===== config.mk =====
export PLATFORM = sky130hd
export DESIGN_NAME = tagged_tlb
export DESIGN_NICKNAME = d
export VERILOG_FILES = /design/src/rtl/tlb_pkg.sv /design/src/rtl/tlb_entry_match.sv /design/src/rtl/tlb_victim_sel.sv /design/src/rtl/tagged_tlb.sv
export SDC_FILE = /design/constraint.sdc
export NUM_CORES = 2
export LEC_CHECK = 0
export BUFFER_PORTS_ARGS = -buffer_cell sky130_fd_sc_hd__buf_2
export CAP_MARGIN = 20
export CORE_MARGIN = 10
export CORE_UTILIZATION = 45
export DETAILED_ROUTE_END_ITERATION = 10
export PLACE_DENSITY = 0.65
export SLEW_MARGIN = 30
export SYNTH_ARGS = -nofsm -noshare
export SYNTH_HDL_FRONTEND = slang
export SYNTH_SLANG_ARGS = --single-unit

===== constraint.sdc =====
create_clock -name clk -period 2 [get_ports clk]
set_input_delay 0.1 -clock clk [delete_from_list [all_inputs] [get_ports clk]]
set_output_delay 0.1 -clock clk [all_outputs]
set_load 0.005 [all_outputs]

===== src/rtl/tlb_pkg.sv =====
package tlb_pkg;
  localparam int PAGE_SHIFT = 12;
  localparam int MAX_SHIFT  = 16;
  localparam int EXT_W      = MAX_SHIFT - PAGE_SHIFT;

  typedef enum logic [1:0] {
    GRAN_4K  = 2'd0,
    GRAN_16K = 2'd1,
    GRAN_64K = 2'd2,
    GRAN_RSV = 2'd3
  } gran_e;

  // Bits of VA[15:12] that take part in the compare (1 = compared, frame bit used)
  function automatic logic [EXT_W-1:0] keep_mask(input logic [1:0] g);
    case (gran_e'(g))
      GRAN_16K: keep_mask = 4'b1100;
      GRAN_64K: keep_mask = 4'b0000;
      default:  keep_mask = 4'b1111;
    endcase
  endfunction
endpackage


===== src/rtl/tlb_entry_match.sv =====
module tlb_entry_match #(
  parameter int VPN_W  = 36,
  parameter int ASID_W = 16,
  parameter int VMID_W = 16
) (
  input  logic              e_valid,
  input  logic [VPN_W-1:0]  e_vpn,
  input  logic [1:0]        e_gran,
  input  logic              e_glob,
  input  logic              e_guest,
  input  logic [ASID_W-1:0] e_asid,
  input  logic [VMID_W-1:0] e_vmid,
  input  logic [VPN_W-1:0]  lk_vpn,
  input  logic [ASID_W-1:0] lk_asid,
  input  logic [VMID_W-1:0] lk_vmid,
  input  logic              lk_guest,
  output logic              hit_o
);
  import tlb_pkg::*;

  logic hi_eq, lo_eq, asid_ok, vmid_ok;

  always_comb begin
    hi_eq   = (e_vpn[VPN_W-1:EXT_W] == lk_vpn[VPN_W-1:EXT_W]);
    lo_eq   = (((e_vpn[EXT_W-1:0] ^ lk_vpn[EXT_W-1:0]) & keep_mask(e_gran)) == '0);
    asid_ok = e_glob || (e_asid == lk_asid);
    vmid_ok = (e_guest == lk_guest) && (!e_guest || (e_vmid == lk_vmid));
    hit_o   = e_valid && hi_eq && lo_eq && asid_ok && vmid_ok;
  end
endmodule


===== src/rtl/tlb_victim_sel.sv =====
module tlb_victim_sel #(
  parameter int N     = 8,
  parameter int IDX_W = $clog2(N)
) (
  input  logic             clk,
  input  logic             rst_n,
  input  logic [N-1:0]     valid_i,
  input  logic             alloc_i,
  output logic [IDX_W-1:0] victim_o
);
  logic [IDX_W-1:0] rr_q, rr_d;
  logic [IDX_W-1:0] free_idx;
  logic             free_found;

  always_comb begin
    free_found = 1'b0;
    free_idx   = '0;
    for (int i = N - 1; i >= 0; i--) begin
      if (!valid_i[i]) begin
        free_found = 1'b1;
        free_idx   = IDX_W'(i);
      end
    end
    victim_o = free_found ? free_idx : rr_q;
    rr_d     = rr_q;
    if (alloc_i && !free_found) begin
      rr_d = (rr_q == IDX_W'(N - 1)) ? '0 : rr_q + 1'b1;
    end
  end

  always_ff @(posedge clk or negedge rst_n) begin
    if (!rst_n) begin
      rr_q <= '0;
    end else if (alloc_i) begin
      rr_q <= rr_d;
    end
  end

  AST_VICTIM_FREE_FIRST: assert property (@(posedge clk) disable iff (!rst_n)
    (alloc_i && !(&valid_i)) |-> !valid_i[victim_o]);
  AST_RR_HOLDS_WHEN_FREE: assert property (@(posedge clk) disable iff (!rst_n)
    (alloc_i && !(&valid_i)) |=> $stable(rr_q));
endmodule


===== src/rtl/tagged_tlb.sv =====
module tagged_tlb #(
  parameter int NUM_ENT = 8,
  parameter int VA_W    = 48,
  parameter int PA_W    = 40,
  parameter int ASID_W  = 16,
  parameter int VMID_W  = 16,
  parameter int ATTR_W  = 3,
  parameter int PERM_W  = 2
) (
  input  logic                         clk,
  input  logic                         rst_n,
  input  logic                         lk_req,
  input  logic [VA_W-1:0]              lk_va,
  input  logic [ASID_W-1:0]            lk_asid,
  input  logic [VMID_W-1:0]            lk_vmid,
  input  logic                         lk_guest,
  input  logic                         hw_af_en,
  input  logic                         fill_en,
  input  logic [VA_W-tlb_pkg::PAGE_SHIFT-1:0] fill_vpn,
  input  logic [PA_W-tlb_pkg::PAGE_SHIFT-1:0] fill_ppn,
  input  logic [1:0]                   fill_gran,
  input  logic [ASID_W-1:0]            fill_asid,
  input  logic                         fill_global,
  input  logic                         fill_guest,
  input  logic [VMID_W-1:0]            fill_vmid,
  input  logic [ATTR_W-1:0]            fill_attr,
  input  logic [PERM_W-1:0]            fill_perm,
  input  logic                         fill_uxn,
  input  logic                         fill_pxn,
  input  logic                         fill_af,
  input  logic                         inv_all,
  input  logic                         inv_asid_en,
  input  logic [ASID_W-1:0]            inv_asid,
  input  logic                         inv_vmid_en,
  input  logic [VMID_W-1:0]            inv_vmid,
  output logic                         rsp_valid,
  output logic                         rsp_hit,
  output logic [PA_W-1:0]              rsp_pa,
  output logic [ATTR_W-1:0]            rsp_attr,
  output logic [PERM_W-1:0]            rsp_perm,
  output logic                         rsp_uxn,
  output logic                         rsp_pxn,
  output logic                         rsp_af
);
  import tlb_pkg::*;

  localparam int IDX_W = $clog2(NUM_ENT);
  localparam int VPN_W = VA_W - PAGE_SHIFT;
  localparam int PPN_W = PA_W - PAGE_SHIFT;

  // Reset: asserted asynchronously, released on a clock edge
  logic rst_meta, rst_ns;
  always_ff @(posedge clk or negedge rst_n) begin
    if (!rst_n) begin
      rst_meta <= 1'b0;
      rst_ns   <= 1'b0;
    end else begin
      rst_meta <= 1'b1;
      rst_ns   <= rst_meta;
    end
  end

  // Entry storage
  logic [NUM_ENT-1:0] valid_q, valid_d;
  logic [NUM_ENT-1:0] af_q, af_d;
  logic [VPN_W-1:0]   vpn_q   [NUM_ENT];
  logic [PPN_W-1:0]   ppn_q   [NUM_ENT];
  logic [1:0]         gran_q  [NUM_ENT];
  logic               glob_q  [NUM_ENT];
  logic               guest_q [NUM_ENT];
  logic [ASID_W-1:0]  asid_q  [NUM_ENT];
  logic [VMID_W-1:0]  vmid_q  [NUM_ENT];
  logic [ATTR_W-1:0]  attr_q  [NUM_ENT];
  logic [PERM_W-1:0]  perm_q  [NUM_ENT];
  logic               uxn_q   [NUM_ENT];
  logic               pxn_q   [NUM_ENT];

  logic [NUM_ENT-1:0] hit_vec;
  logic [IDX_W-1:0]   victim;
  logic [VPN_W-1:0]   lk_vpn;

  assign lk_vpn = lk_va[VA_W-1:PAGE_SHIFT];

  tlb_victim_sel #(.N(NUM_ENT), .IDX_W(IDX_W)) u_victim (
    .clk      (clk),
    .rst_n    (rst_ns),
    .valid_i  (valid_q),
    .alloc_i  (fill_en),
    .victim_o (victim)
  );

  for (genvar g = 0; g < NUM_ENT; g++) begin : g_ent
    logic wr_en;
    assign wr_en = fill_en && (victim == IDX_W'(g));

    always_ff @(posedge clk) begin
      if (wr_en) begin
        vpn_q[g]   <= fill_vpn;
        ppn_q[g]   <= fill_ppn;
        gran_q[g]  <= fill_gran;
        glob_q[g]  <= fill_global;
        guest_q[g] <= fill_guest;
        asid_q[g]  <= fill_asid;
        vmid_q[g]  <= fill_vmid;
        attr_q[g]  <= fill_attr;
        perm_q[g]  <= fill_perm;
        uxn_q[g]   <= fill_uxn;
        pxn_q[g]   <= fill_pxn;
      end
    end

    tlb_entry_match #(.VPN_W(VPN_W), .ASID_W(ASID_W), .VMID_W(VMID_W)) u_match (
      .e_valid  (valid_q[g]),
      .e_vpn    (vpn_q[g]),
      .e_gran   (gran_q[g]),
      .e_glob   (glob_q[g]),
      .e_guest  (guest_q[g]),
      .e_asid   (asid_q[g]),
      .e_vmid   (vmid_q[g]),
      .lk_vpn   (lk_vpn),
      .lk_asid  (lk_asid),
      .lk_vmid  (lk_vmid),
      .lk_guest (lk_guest),
      .hit_o    (hit_vec[g])
    );
  end

  // Select the lowest-index match and build the response
  logic             hit_any;
  logic [IDX_W-1:0] hit_idx;
  logic [PA_W-1:0]  pa_c;
  logic [EXT_W-1:0] mid_c;
  logic [EXT_W-1:0] km_c;
  logic [PPN_W-1:0] sel_ppn;

  always_comb begin
    hit_any = |hit_vec;
    hit_idx = '0;
    for (int i = NUM_ENT - 1; i >= 0; i--) begin
      if (hit_vec[i]) hit_idx = IDX_W'(i);
    end
    sel_ppn = ppn_q[hit_idx];
    km_c    = keep_mask(gran_q[hit_idx]);
    for (int b = 0; b < EXT_W; b++) begin
      mid_c[b] = km_c[b] ? sel_ppn[b] : lk_va[PAGE_SHIFT+b];
    end
    pa_c = {sel_ppn[PPN_W-1:EXT_W], mid_c, lk_va[PAGE_SHIFT-1:0]};
  end

  // Next state of valid and access-flag vectors
  always_comb begin
    valid_d = valid_q;
    af_d    = af_q;
    if (lk_req && hit_any && hw_af_en) af_d[hit_idx] = 1'b1;
    for (int i = 0; i < NUM_ENT; i++) begin
      if (inv_all) valid_d[i] = 1'b0;
      if (inv_asid_en && !glob_q[i] && (asid_q[i] == inv_asid)) valid_d[i] = 1'b0;
      if (inv_vmid_en && guest_q[i] && (vmid_q[i] == inv_vmid)) valid_d[i] = 1'b0;
    end
    if (fill_en) begin
      valid_d[victim] = 1'b1;
      af_d[victim]    = fill_af;
    end
  end

  always_ff @(posedge clk or negedge rst_ns) begin
    if (!rst_ns) begin
      valid_q <= '0;
      af_q    <= '0;
    end else begin
      valid_q <= valid_d;
      af_q    <= af_d;
    end
  end

  // Registered response
  logic take;
  assign take = lk_req && hit_any;

  always_ff @(posedge clk or negedge rst_ns) begin
    if (!rst_ns) begin
      rsp_valid <= 1'b0;
      rsp_hit   <= 1'b0;
      rsp_pa    <= '0;
      rsp_attr  <= '0;
      rsp_perm  <= '0;
      rsp_uxn   <= 1'b0;
      rsp_pxn   <= 1'b0;
      rsp_af    <= 1'b0;
    end else begin
      rsp_valid <= lk_req;
      rsp_hit   <= take;
      rsp_pa    <= take ? pa_c : '0;
      rsp_attr  <= take ? attr_q[hit_idx] : '0;
      rsp_perm  <= take ? perm_q[hit_idx] : '0;
      rsp_uxn   <= take ? uxn_q[hit_idx] : 1'b0;
      rsp_pxn   <= take ? pxn_q[hit_idx] : 1'b0;
      rsp_af    <= take ? af_q[hit_idx] : 1'b0;
    end
  end

  AST_RSP_AFTER_REQ: assert property (@(posedge clk) disable iff (!rst_ns)
    lk_req |=> rsp_valid);
  AST_HIT_NEEDS_VALID: assert property (@(posedge clk) disable iff (!rst_ns)
    rsp_hit |-> rsp_valid);
  AST_MISS_FIELDS_ZERO: assert property (@(posedge clk) disable iff (!rst_ns)
    (rsp_valid && !rsp_hit) |-> (rsp_attr == '0 && rsp_perm == '0 && !rsp_uxn && !rsp_pxn));
  AST_INV_ALL_EMPTIES: assert property (@(posedge clk) disable iff (!rst_ns)
    (inv_all && !fill_en) |=> (valid_q == '0));
  AST_AF_SET_ON_HIT: assert property (@(posedge clk) disable iff (!rst_ns)
    (lk_req && hw_af_en && hit_any && !fill_en) |=> af_q[$past(hit_idx)]);
  AST_FILL_LANDS: assert property (@(posedge clk) disable iff (!rst_ns)
    fill_en |=> valid_q[$past(victim)]);
endmodule


== Word level (Yosys, flattened, before mapping) ==
Memories as Yosys holds them, arrays and structs flattened.
Index checks and enable logic that the tools add are counted.

* Bits in registers: 71
* RAM bits: 856
* Input port bits: 229
* Output and inout port bits: 50
* Logic and storage cells: 653
* Memories: 11

{| class="wikitable"
|+ Memory list
! name !! words !! bits a word !! read ports !! clocked after memory_dff !! write ports !! RTL line !! text
|-
| vpn_q || 8 || 36 || 8 || 0 || 1 || tagged_tlb.sv:66 || <nowiki>logic [VPN_W-1:0] vpn_q [NUM_ENT];</nowiki>
|-
| ppn_q || 8 || 28 || 1 || 0 || 1 || tagged_tlb.sv:67 || <nowiki>logic [PPN_W-1:0] ppn_q [NUM_ENT];</nowiki>
|-
| asid_q || 8 || 16 || 8 || 0 || 1 || tagged_tlb.sv:71 || <nowiki>logic [ASID_W-1:0] asid_q [NUM_ENT];</nowiki>
|-
| vmid_q || 8 || 16 || 8 || 0 || 1 || tagged_tlb.sv:72 || <nowiki>logic [VMID_W-1:0] vmid_q [NUM_ENT];</nowiki>
|-
| attr_q || 8 || 3 || 1 || 0 || 1 || tagged_tlb.sv:73 || <nowiki>logic [ATTR_W-1:0] attr_q [NUM_ENT];</nowiki>
|-
| gran_q || 8 || 2 || 9 || 0 || 1 || tagged_tlb.sv:68 || <nowiki>logic [1:0] gran_q [NUM_ENT];</nowiki>
|-
| +5 memories || -- || -- || -- || -- || -- || -- ||
|}

* Add/sub/neg operators: 1
* Magnitude comparators: 4
* Eq/ne operators: 74
* Mux-type cells: 326
* Bitwise gates (word level): 18
* Reductions and logical operators: 206

{| class="wikitable"
|+ Operator list
! kind !! count
|-
| $eq 16x16->1 || 32
|-
| $mux 3 || 103
|-
| $eq 32x32->1 || 8
|-
| $mux 36 || 7
|-
| $reduce_or 36->1 || 7
|-
| $mux 16 || 14
|-
| $reduce_or 16->1 || 14
|-
| $mux 28 || 7
|-
| $reduce_or 28->1 || 7
|-
| $mux 1 || 163
|-
| $logic_and 1x1->1 || 85
|-
| $pmux 4 s2 || 9
|-
| $mux 40 || 1
|-
| $and 4x4->4 || 8
|-
| $logic_not 4->1 || 8
|-
| $xor 4x4->4 || 8
|-
| $mux 2 || 15
|-
| $reduce_or 1->1 || 28
|-
| $reduce_or 2->1 || 14
|-
| $mux 8 || 3
|-
| $reduce_or 3->1 || 7
|-
| $eq 2x1->1 const B || 9
|-
| $eq 2x2->1 const B || 9
|-
| $logic_not 1->1 || 17
|-
| 15 further kinds || 46
|}

== Depth between registers and ports, before layout ==
* Depth after elaboration: 23
* Gate-level depth with buffers: 18
* Depth with buffers taken out: 16

== Modules after synthesis ==
Synthesis repeated with hierarchy kept, for this count alone.

* Cells, all modules: 2,596
* Area, all modules: 39,464.1 um^2

{| class="wikitable"
|+ Modules (own cells, without submodules)
! module !! instances !! cells an instance !! area an instance (um^2) !! sequential area each (um^2)
|-
| tagged_tlb || 1 || 1,795 || 32,950.4 || 27,406.3
|-
| tlb_entry_match || 8 || 97 || 784.5 || 0.0
|-
| tlb_victim_sel || 1 || 25 || 237.7 || 75.1
|}

== Least setup slack after synthesis ==
No wires, ideal clock.

* Kind: register -> register
* From: register valid_q[6]
* To: register valid_q[0]
* Library setup time: 0.109 ns
* Arrival time: 9.018 ns
* Data required time: 1.891 ns
* Setup slack: -7.127 ns
* Cell stages (with the launch flop): 10
* Path buffers: 0
* Clock period less this slack: 9.127 ns
* Cells stage by stage: dfrtp_1 > inv_1 > o21ai_0 > nand2_1 > nand2_1 > nand2_1 > nand2_1 > a22o_1 > nor3_1 > or2_2

* Cells in the longest elaborated chain, start to end: 14
* Elaborated cells between the ends (all ways): 22

{| class="wikitable"
|+ RTL lines
! element !! RTL line !! text
|-
| start, declared || tagged_tlb.sv:64 || <nowiki>logic [NUM_ENT-1:0] valid_q, valid_d;</nowiki>
|-
| start signal, assigned || tagged_tlb.sv:171 || <nowiki>valid_q <= valid_d;</nowiki>
|-
| $mux 3 or $mux 1 (tied branches) (7 in series) || tlb_victim_sel.sv:19 || <nowiki>if (!valid_i[i]) begin</nowiki>
|-
| $mux 3 * || tlb_victim_sel.sv:24 || <nowiki>victim_o = free_found ? free_idx : rr_q;</nowiki>
|-
| $lt 3x4->1 (not written as such) or $ge 3x1->1 (tied branches) || tagged_tlb.sv:161 || <nowiki>valid_d[victim] = 1'b1;</nowiki>
|-
| $logic_and 1x1->1 (not written as such) || tagged_tlb.sv:161 ||
|-
| $mux 1 (not written as such) || tagged_tlb.sv:161 ||
|-
| $demux 1 s3 * || tagged_tlb.sv:161 ||
|-
| $or 8x8->8 (no line) * || -- ||
|-
| $mux 8 * || tagged_tlb.sv:160 || <nowiki>if (fill_en) begin</nowiki>
|-
| net valid_d[0] || tagged_tlb.sv:64 ||
|}

The timed path passes the listed nets; every way through them passes the cells marked *.
A chain may end at the register's enable or synchronous reset.

==> impl_metrics.ini <==
[detailed_routing]
routedWlPerCell_microns = 27.2
via_per_inst = 5.50
drc = 0
totalWireLength_microns = 137000
first_pass_iters = 6
first_iter_violations = 3033
vias = 27700
ant_nets = 0

[synthesis]
synth-seq-area-share_pct = 68.3
synth_seq_cells = 927
synth_top_family_by_area = XOR/XNOR gates
syn-instance-count = 2703
synth_simple_gate_area_share_pct = 6.91
synth_xor_area_share_pct = 17.3
synth_common_cells = 856 x edfxtp_1, 548 x xnor2_1, 248 x xor2_1
yosys-top-cells-area = edfxtp_1 64%, xnor2_1 12%, xor2_1 5.4%
synth.most_common_cell = edfxtp_1
yosys.area.top_type = edfxtp_1
synth.top_cell.area_share_pct = 63.9
ys_warn_count = 0
syn_area_sq_um = 40200
syn_nets = 2943
synth_mux_area_share_pct = 1.34
synth-adder-area-share_pct = 0.342
synth-edff-count = 856
post_synth.cell_area_avg_sq_um = 14.9
synthArstFlopShare_pct = 7.66
ys_dominant_reg_cell = edfxtp_1
synth_compound_area_share_pct = 3.82
synth.distinct_cells = 62

[power_and_ir_drop]
clkPwrFrac_pct = 36.3
p_sw_w = 0.0127
powerDensity_nw_per_um2 = 910
pwr-share-comb_pct = 16.5
intPower_w = 0.0375
seq_power_share_pct = 47.3
p_leak_nw = 20.1
ir_worst_vdd_v = 0.000717
netSwitchingFraction_pct = 25.4

[global_route]
grt_pass1_vias = 28700
grt_use_met1_pct = 33.5
grtUsageMet2_pct = 43.8
busiest_layer = met2
grt_use_total_pct = 25.7
grt_pass1_wl_microns = 194000
grt_max_degree = 50
grtUsageMet3_pct = 3.97
antenna_found_initial = 10
gr-total-overflow = 0

[place]
dp_slack_ps = -2080
place_hpwl_microns = 93000
portBuffers = 278
place.gp.congestion = 0.939

[min_path]
hold_path.class = input pin to register

[layout]
final_layout_size_suffix_gt1_share_pct = 35.7
register_area_sq_um = 27500
final_core_util_pct = 62.4
multi_input_comb_area_sq_um = 13200
fin_nets = 4044
fillers = 6392
area_growth_pct = 37.3

[sta]
fin_ws_ps = -1870
rsz0062_at_grt = yes
finalMaxSlewViolations = 0
slew_headroom_pct = 58.4
layout_min_cycle_time_ps = 3870
worst_pin_slew_ps = 623
setup_viol = 915
min_period_over_period_pct = 194
finalHoldViolCount = 0
max_freq_mhz = 258
clock_skew_ps = 31.0

[setup_path]
critical_path_class = register to register
arrival_ps = 4470
critPathRequiredTime_ps = 2590
rrSetupSlack_ps = -1870
cp_max_fo = 6
path_cells = xnor2_1 > nand4_1 > nor2_1 > a41oi_1 > o311ai_4 > a21oi_2 > o21ba_4 > o21ai_4 > mux2i_1 > nor2_1 > or3_4 > ha_4 > o21ai_2 > a211o_1 > a21oi_2
start_kind = register
cp_slowest_cell = edfxtp_1
endpoint_kind = register
slowest_delay_ps = 420

[outcome]
status = finished, violations left
violations = setup timing

[floorplanning]
row_count = 109
die_w_microns = 319
ios = 279
die_h_microns = 319
fp.dieArea_sq_um = 102000
start_util_pct = 45.5
core_sq_um = 88500

[clocking]
cts_sinks = 927
insertion_delay_ps = 670
cts_tree = built
cts_max_level = 3
numCtsBuffers = 95
cts-root-buf = clkbuf_16
clk_path_buf_depth = 3
clk_pin_slew_ps = 60

[job]
max_cap_violations = 0
[layout make-up]
| cell class | count | share of cell area, % |
|---|---|---|
| Antenna cell | 2 | 0.00906 |
| Clock buffer | 120 | 4.69 |
| Clock inverter | 51 | 1.06 |
| Inverter | 17 | 0.116 |
| Multi-Input combinational cell | 1610 | 23.9 |
| Sequential cell | 927 | 49.8 |
| Tap cell | 1165 | 2.64 |
| Timing Repair Buffer | 1153 | 17.8 |
[routing by layer]
metal | vias up | routed length, microns | part of all wire, %
met5 | - | 37 | 0.027
met2 | 1241 | 68100 | 50
met4 | 8 | 4880 | 3.5
li1 | 12200 | - | -
met1 | 14100 | 54700 | 40
met3 | 250 | 9670 | 7.0
[cells in the final DEF (no fill, tap or decap), types with 19 or more instances in the layout]
| cell type | n |
|---|---|
| buf_4 | 615 |
| xor2_1 | 246 |
| mux2i_1 | 30 |
| a21oi_2 | 22 |
| nor3_1 | 23 |
| nor2_1 | 118 |
| dlygate4sd3_1 | 131 |
| xnor2_1 | 542 |
| buf_2 | 278 |
| nand2_1 | 31 |
| buf_12 | 76 |
| o22ai_1 | 78 |
| nor3_2 | 20 |
| dfrtp_1 | 66 |
| a211oi_2 | 27 |
| a21oi_1 | 32 |
| clkinv_2 | 21 |
| nand4_1 | 123 |
| edfxtp_1 | 856 |
| clkbuf_16 | 106 |
| nor4_2 | 19 |
| nand3_1 | 33 |
| buf_6 | 27 |
| nor4_1 | 58 |
[power groups by stage]
stage	Clock (W)	Sequential [W]	Combinational, W
CTS	0.0183	0.0237	0.00767
detailed placement	0	0.0241	0.00724
floorplan	0	0.0241	0.00323
global placement	0	0.0240	0.00716
finish	0.0182	0.0238	0.00828
global route	0.0191	0.0239	0.00869
[flip-flops by register name, indices dropped and copies added, names as in the netlist, 16 cells and up]
signal  cells
rsp_pa     40
vmid_q    128
asid_q    128
ppn_q     224
gran_q     16
vpn_q     288
attr_q     24
perm_q     16
[critical path, delay by kind of cell (launching register included)]
family | cells | cell delay (ps)
AND/OR/NAND/NOR | 4 | 870
XOR/XNOR | 1 | 230
flip-flops | 1 | 420
AO/OA/AOI/OAI | 8 | 1690
adder cells (fa/ha/maj) | 1 | 290
multiplexers | 1 | 290
[metrics by stage]
| step | instance area (sq um) | hold WS [ps] | total power (W) | std cells | TNS [ps] |
|---|---|---|---|---|---|
| finish | 55200 | 154 | 0.0503 | 5045 | -266150 |
| global route | 55200 | 177 | 0.0517 | 5044 | -364480 |
| CTS | 54100 | 118 | 0.0497 | 5005 | -180800 |
| detailed placement | 48600 | -112 | 0.0313 | 4685 | -273630 |
| global placement | 48600 | -115 | 0.0312 | 4685 | -256380 |
| floorplan | 40300 | -196 | 0.0273 | 2703 | -1325630 |
[repair_timing]
item                                    4_1_cts  5_1_grt
endpoints found under the setup margin      917      919
endpoints found under the hold margin       905        0
buffers inserted                             10       30
pin swaps                                    54       68
hold buffers                                131        0
gates resized for setup                     129      151
gates cloned                                 10       13
[final timing paths]
kind	start	end	cells past startpoint
max	vmid_q[1][47]$_DFFE_PP_	rsp_pa[12]$_DFF_PN0_	15
max in group asynchronous	rst_ns$_DFF_PN0_	rsp_pa[23]$_DFF_PN0_	1
max reg2reg	vmid_q[1][47]$_DFFE_PP_	rsp_pa[12]$_DFF_PN0_	15
min in group asynchronous	rst_ns$_DFF_PN0_	af_q[1]$_DFF_PN0_	0
min reg2reg	rst_ns$_DFF_PN0_	af_q[1]$_DFF_PN0_	0
min	inv_vmid[14]	valid_q[6]$_DFF_PN0_	5
[cells by family after synthesis]
| kind of cell | Yosys count |
|---|---|
| xor+xnor | 796 |
| other cells | 1 |
| simple gates | 519 |
| flops | 927 |
| fa+ha+maj | 11 |
| compound gates | 231 |
| mux | 52 |
| buf+inv | 166 |
No activity file was read; power rests on OpenSTA's default activity.
